==> src/rtl/dp_alu_pkg.sv <==
// Shared opcode encoding and flag layout for the data-processing ALU.
// Assumes the caller has already extracted the 4-bit operation field.
package dp_alu_pkg;

    typedef enum logic [3:0] {
        OP_AND = 4'd0,  OP_EOR = 4'd1,  OP_SUB = 4'd2,  OP_RSB = 4'd3,
        OP_ADD = 4'd4,  OP_ADC = 4'd5,  OP_SBC = 4'd6,  OP_RSC = 4'd7,
        OP_TST = 4'd8,  OP_TEQ = 4'd9,  OP_CMP = 4'd10, OP_CMN = 4'd11,
        OP_ORR = 4'd12, OP_MOV = 4'd13, OP_BIC = 4'd14, OP_MVN = 4'd15
    } alu_op_e;

    typedef struct packed {
        logic n;
        logic z;
        logic c;
        logic v;
    } alu_flags_t;

    // True for operations whose result comes from the adder
    function automatic logic op_is_arith(input alu_op_e op);
        case (op)
            OP_SUB, OP_RSB, OP_ADD, OP_ADC,
            OP_SBC, OP_RSC, OP_CMP, OP_CMN: return 1'b1;
            default:                        return 1'b0;
        endcase
    endfunction

    // True for test and compare operations (opcodes 8..11)
    function automatic logic op_is_compare(input alu_op_e op);
        return (op[3:2] == 2'b10);
    endfunction

endpackage

==> src/rtl/dp_alu_operands.sv <==
// Operand steering: picks the adder inputs and carry-in for each arithmetic
// operation and computes the bitwise result for each logical operation.
// Assumes the carry flag input is the current C flag.
module dp_alu_operands
    import dp_alu_pkg::*;
#(
    parameter int DATA_W = 32
) (
    input  alu_op_e           op,
    input  logic [DATA_W-1:0] rn,
    input  logic [DATA_W-1:0] opnd,
    input  logic              c_flag,
    output logic [DATA_W-1:0] add_x,
    output logic [DATA_W-1:0] add_y,
    output logic              add_cin,
    output logic [DATA_W-1:0] logic_res
);

    // Adder input selection: subtracts invert one side, reverse forms swap
    always_comb begin
        add_x   = rn;
        add_y   = opnd;
        add_cin = 1'b0;
        case (op)
            OP_SUB, OP_CMP: begin add_x = rn;   add_y = ~opnd; add_cin = 1'b1;   end
            OP_RSB:         begin add_x = opnd; add_y = ~rn;   add_cin = 1'b1;   end
            OP_ADC:         begin add_x = rn;   add_y = opnd;  add_cin = c_flag; end
            OP_SBC:         begin add_x = rn;   add_y = ~opnd; add_cin = c_flag; end
            OP_RSC:         begin add_x = opnd; add_y = ~rn;   add_cin = c_flag; end
            default:        begin add_x = rn;   add_y = opnd;  add_cin = 1'b0;   end
        endcase
    end

    // Bitwise operations; moves ignore the first operand
    always_comb begin
        case (op)
            OP_AND, OP_TST: logic_res = rn & opnd;
            OP_EOR, OP_TEQ: logic_res = rn ^ opnd;
            OP_ORR:         logic_res = rn | opnd;
            OP_MOV:         logic_res = opnd;
            OP_BIC:         logic_res = rn & ~opnd;
            OP_MVN:         logic_res = ~opnd;
            default:        logic_res = '0;
        endcase
    end

endmodule

==> src/rtl/dp_alu_adder.sv <==
// Single carry-propagate adder shared by all arithmetic operations.
// Produces the sum, the carry out of the MSB and signed overflow.
module dp_alu_adder #(
    parameter int DATA_W = 32
) (
    input  logic [DATA_W-1:0] x,
    input  logic [DATA_W-1:0] y,
    input  logic              cin,
    output logic [DATA_W-1:0] sum,
    output logic              cout,
    output logic              ovf
);

    localparam int MSB = DATA_W - 1;

    logic [DATA_W:0] wide;

    // Extended-width addition yields the carry directly
    always_comb begin
        wide = {1'b0, x} + {1'b0, y} + {{DATA_W{1'b0}}, cin};
        sum  = wide[MSB:0];
        cout = wide[DATA_W];
        ovf  = (x[MSB] == y[MSB]) && (sum[MSB] != x[MSB]);
    end

endmodule

==> src/rtl/dp_alu_flags.sv <==
// Next-flag generation. Compares always update; other operations update only
// when requested. Logical operations take C from the shifter and keep V.
module dp_alu_flags
    import dp_alu_pkg::*;
#(
    parameter int DATA_W = 32
) (
    input  alu_op_e           op,
    input  logic              set_req,
    input  logic [DATA_W-1:0] res,
    input  logic              add_cout,
    input  logic              add_ovf,
    input  logic              sh_carry,
    input  alu_flags_t        cur,
    output alu_flags_t        nxt,
    output logic              upd
);

    // Flag computation with pass-through when no update is made
    always_comb begin
        upd = set_req || op_is_compare(op);
        nxt = cur;
        if (upd) begin
            nxt.n = res[DATA_W-1];
            nxt.z = (res == '0);
            if (op_is_arith(op)) begin
                nxt.c = add_cout;
                nxt.v = add_ovf;
            end else begin
                nxt.c = sh_carry;
                nxt.v = cur.v;
            end
        end
    end

endmodule

==> src/rtl/dp_alu.sv <==
// Data-processing ALU top: combines operand steering, the adder and flag
// logic, then registers all outputs (one-cycle latency).
// Assumes a synchronous active-low reset and flags ordered {N,Z,C,V}.
module dp_alu
    import dp_alu_pkg::*;
#(
    parameter int DATA_W = 32
) (
    input  logic              clk,
    input  logic              rst_n,
    input  logic [3:0]        opcode,
    input  logic              set_flags,
    input  logic [DATA_W-1:0] rn_val,
    input  logic [DATA_W-1:0] shift_val,
    input  logic              shift_carry,
    input  logic [3:0]        flags_in,
    output logic [DATA_W-1:0] result,
    output logic              rd_write,
    output logic [3:0]        flags_out,
    output logic              flags_write
);

    alu_op_e           op;
    alu_flags_t        cur_flags;
    alu_flags_t        nxt_flags;
    logic [DATA_W-1:0] add_x, add_y, add_sum, logic_res, res_d;
    logic              add_cin, add_cout, add_ovf, flag_upd;

    assign op        = alu_op_e'(opcode);
    assign cur_flags = alu_flags_t'(flags_in);

    dp_alu_operands #(.DATA_W(DATA_W)) operands_i (
        .op        (op),
        .rn        (rn_val),
        .opnd      (shift_val),
        .c_flag    (cur_flags.c),
        .add_x     (add_x),
        .add_y     (add_y),
        .add_cin   (add_cin),
        .logic_res (logic_res)
    );

    dp_alu_adder #(.DATA_W(DATA_W)) adder_i (
        .x    (add_x),
        .y    (add_y),
        .cin  (add_cin),
        .sum  (add_sum),
        .cout (add_cout),
        .ovf  (add_ovf)
    );

    // Result selection between adder and bitwise paths
    always_comb res_d = op_is_arith(op) ? add_sum : logic_res;

    dp_alu_flags #(.DATA_W(DATA_W)) flags_i (
        .op       (op),
        .set_req  (set_flags),
        .res      (res_d),
        .add_cout (add_cout),
        .add_ovf  (add_ovf),
        .sh_carry (shift_carry),
        .cur      (cur_flags),
        .nxt      (nxt_flags),
        .upd      (flag_upd)
    );

    // Output register stage with synchronous clear
    always_ff @(posedge clk) begin
        if (!rst_n) begin
            result      <= '0;
            rd_write    <= 1'b0;
            flags_out   <= '0;
            flags_write <= 1'b0;
        end else begin
            result      <= res_d;
            rd_write    <= !op_is_compare(op);
            flags_out   <= nxt_flags;
            flags_write <= flag_upd;
        end
    end

endmodule

==> config.mk <==
export PLATFORM = sky130hd
export DESIGN_NAME = dp_alu
export DESIGN_NICKNAME = d
export VERILOG_FILES = /design/src/rtl/dp_alu_pkg.sv /design/src/rtl/dp_alu_operands.sv /design/src/rtl/dp_alu_adder.sv /design/src/rtl/dp_alu_flags.sv /design/src/rtl/dp_alu.sv
export SDC_FILE = /design/constraint.sdc
export NUM_CORES = 1
export LEC_CHECK = 0
export ABC_AREA = 1
export CAP_MARGIN = 10
export CORE_MARGIN = 8
export CORE_UTILIZATION = 45
export DETAILED_ROUTE_END_ITERATION = 7
export GPL_ROUTABILITY_DRIVEN = 0
export PLACE_DENSITY = 0.72
export REMOVE_ABC_BUFFERS = 1
export SLEW_MARGIN = 15
export SYNTH_ARGS = -nofsm -noshare
export SYNTH_HDL_FRONTEND = slang
export SYNTH_SLANG_ARGS = --single-unit
==> constraint.sdc <==
create_clock -name clk -period 4.2 [get_ports clk]
set_input_delay 1.26 -clock clk [delete_from_list [all_inputs] [get_ports clk]]
set_output_delay 1.26 -clock clk [all_outputs]
set_load 0.02 [all_outputs]
==> out/results.tsv <==
stage	metric	value	unit
outcome	run_status	finished clean	
worst_setup_path	cp_slowest_cell	clkdlybuf4s50_1	
hold_path	min_delay_path_depth	3	
die	core-area	14920	um2
worst_setup_path	crit_path_start_kind	input port	
timing	slew-limit-headroom	0.5661	
cts	cts_root_buf	clkbuf_16	
global_routing	grt_pass1_vias	8743	
detailed_routing	drcViolationCount	0	
logic_synthesis	yosys.cell_types.count	41	
logic_synthesis	synth-edff-count	0	
die	fp.dieW	138.6	um
worst_setup_path	worstPathCellList	clkdlybuf4s50_1, inv_1, nand2_1, o221ai_1, ha_1, buf_4, nand2_1, nor2_1, nand3_1, nand2_2, nand2_1, nand2_1, nand2_1, nand2_1, nand2_1, nand3_1, nand2_1, nor2_1, nand2_1, nor2_2, nand3_1, a21oi_1	
cells_and_area	area_delta_synth_final	42.05	%
worst_setup_path	crit_family	simple AND/OR/NAND/NOR gates	
worst_setup_path	required	4.44	ns
cells_and_area	layout_common_cells	454 x nand2_1, 208 x inv_1, 160 x buf_4	
die	die_h	138.6	um
timing	hold_violations	0	
timing	slew_viol_final	0	
cells_and_area	num-fill-cells	1379	
cts	clkSlewWorstSetupHoldPaths	0.07	ns
detailed_routing	routed_wl	26820	um
die	num_rows	45	
global_routing	antenna_found_initial	0	
cts	clock-sinks	38	
cts	hold_buffers	0	
cells_and_area	nets	1652	
die	ios	114	
power_and_ir_drop	intPower	1.394	mW
timing	worst_pin_slew	0.6502	ns
worst_setup_path	arrival	4.34	ns
placement	dp_slack	-0.5620	ns
detailed_routing	wl_per_cell	15.78	um
timing	min_period_over_period	0.9768	
hold_path	hold_end	flags_out[1]	
worst_setup_path	cp_common_cell	nand2_1	
detailed_routing	detail-route-antenna-nets	0	
power_and_ir_drop	switching_power	1.073	mW
logic_synthesis	synthesis.area	6764	um2
worst_setup_path	crit_path_end_kind	register	
die	start_util	0.4533	
power_and_ir_drop	p_leak	5.101	nW
worst_setup_path	crit_type	in -> reg	
logic_synthesis	avgSynthCellArea	5.364	um2
logic_synthesis	synth_seq_cells	38	
timing	setup_viol	0	
detailed_routing	drtPass1Iterations	6	
placement	dp_hpwl	20860	um
detailed_routing	via_per_inst	5.376	
cts	htreeDepth	2	
cells_and_area	drive_gt1_frac	0.1647	
die	die_area	19210	um2
power_and_ir_drop	p_clk_frac	0.192	
detailed_routing	drtIter0Drc	739	
hold_path	min-delay-start	flags_in[1]	
placement	numPortBuffers	113	
power_and_ir_drop	powerDensity	256.8	nW/um2
hold_path	hp-class	in -> reg	
cts	cts_buffer_depth	2	
logic_synthesis	synthArstFlopShare	0	
power_and_ir_drop	peakVddDrop	0.0001662	V
worst_setup_path	path_buf_inv	3	
global_routing	grt_usage	0.2643	
power_and_ir_drop	sw_frac_of_total	0.4351	
power_and_ir_drop	p_total	2.467	mW
worst_setup_path	cp_max_fo	5	
cts	cts_buffers	5	
timing	fmax	243.7	MHz
logic_synthesis	ys.flop_type	dfxtp_1	
timing	setup_ws	0.09723	ns
cells_and_area	num_antenna_cells	0	
power_and_ir_drop	p_comb_frac	0.638	
logic_synthesis	syn_inst	1261	
power_and_ir_drop	seqPwrFrac	0.170	
cts	cts_tree	yes	
worst_setup_path	cpPeakStageDelay	0.58	ns
global_routing	grt_start_max_net_pins	35	
global_routing	grt_pass1_wl	42170	um
logic_synthesis	ys_warn_count	0	
logic_synthesis	ys_seq_area_frac	0.1125	
detailed_routing	routed-via-count	9139	
global_routing	grt-ovfl-total	0	
cells_and_area	layout_commonest_cell	nand2_1	
flow_run	drv_cap	0	
timing	min_period	4.103	ns
## worst max-delay path by stage
stage               cells after the start  slack (ns)    startpoint           end
floorplan                              24       -2.24     opcode[0]  flags_out[2]
global placement                       26       -0.53     opcode[3]  flags_out[2]
detailed placement                     24       -0.56     opcode[3]  flags_out[2]
CTS                                    26       0.009     opcode[3]  flags_out[2]
global route                           22       -0.03  shift_val[4]  flags_out[2]
finish                                 22         0.1  shift_val[4]  flags_out[2]
## synthesized netlist by cell type, types with 2 or more instances
master	count	area share
a211oi_1	3	0.0033
a21oi_1	62	0.046
a31oi_1	7	0.0065
buf_1	5	0.0028
buf_2	10	0.0074
buf_4	5	0.0055
buf_6	3	0.0050
clkbuf_1	15	0.0083
clkinv_1	2	0.0011
dfxtp_1	38	0.11
fa_1	2	0.0059
ha_1	63	0.12
inv_1	211	0.12
inv_2	6	0.0033
nand2_1	467	0.26
nand2_2	2	0.0018
nand2_4	2	0.0033
nand3_1	71	0.053
nand3b_1	7	0.0078
nand4_1	13	0.012
nor2_1	102	0.057
nor2_2	4	0.0037
nor3_1	17	0.013
o2111ai_1	9	0.012
o211ai_1	10	0.011
o21ai_0	57	0.042
o21ai_1	3	0.0022
o21bai_1	3	0.0033
o221ai_1	34	0.044
or2_2	3	0.0028
xor2_1	15	0.019
## through the flow
step                      cell area (um2)  std cells    util  TNS (ns)  hold WS, ns
after floorplan                      6568       1223       -    -59.89        1.358
after global placement               9145       1679  0.6129    -3.751        1.835
after detailed placement             9145       1679  0.6129    -4.976        1.853
after CTS                            9366       1689  0.6278         0        1.518
after global routing                 9608       1700  0.6439  -0.02804        1.375
final                                9608       1700  0.6439         0        1.344
## state kept, by name, summed over array words and instances (netlist names)
| signal | flops |
|---|---|
| flags_out | 4 |
| rd_write | 1 |
| flags_write | 1 |
| result | 32 |
## power groups by stage
stage,clock [mW],combinational [mW],sequential [mW]
2_1_floorplan,0,0.717,0.489
3_3_place_gp,0,1.45,0.427
3_5_place_dp,0,1.47,0.428
4_1_cts,0.482,1.49,0.420
5_1_grt,0.494,1.72,0.423
6_report,0.473,1.58,0.419
## repair_timing
| action | in CTS | in global routing |
|---|---|---|
| setup buffers | 0 | 10 |
| pin swaps | 2 | 28 |
| setup endpoints to repair | 4 | 9 |
| cloned | 2 | 1 |
| gates resized for setup | 11 | 59 |
## metal layers
metal  wire, um  GRT usage  vias up  part of all wire
met5          0          0        -                 0
met4       1357     0.1499        0             0.051
met3       2137    0.04863      107             0.080
met2      12490     0.4466      457              0.47
met1      10840     0.3080     4026              0.40
li1           -          -     4549                 -
## logic make-up after synthesis
logic type                 share of synthesized area
DFF                                           0.1125
buffers and inverters                         0.1522
xor gates and xnor gates                     0.01942
and+or+nand+nor                               0.4186
adders and majority gates                     0.1225
AOI/OAI and AO/OA                             0.1748
## layout make-up
cell class              instances  area, um2  area share
well taps                     188      235.2     0.02448
flip-flops and latches         38      760.7     0.07918
inverters                     220      838.3     0.08725
clock buffers                   5      125.1     0.01302
multi-input cells             965       5137      0.5347
clock inverters                 3      45.04    0.004688
repair buffers                281       2466      0.2567
No activity file was read; power rests on OpenSTA's default activity.
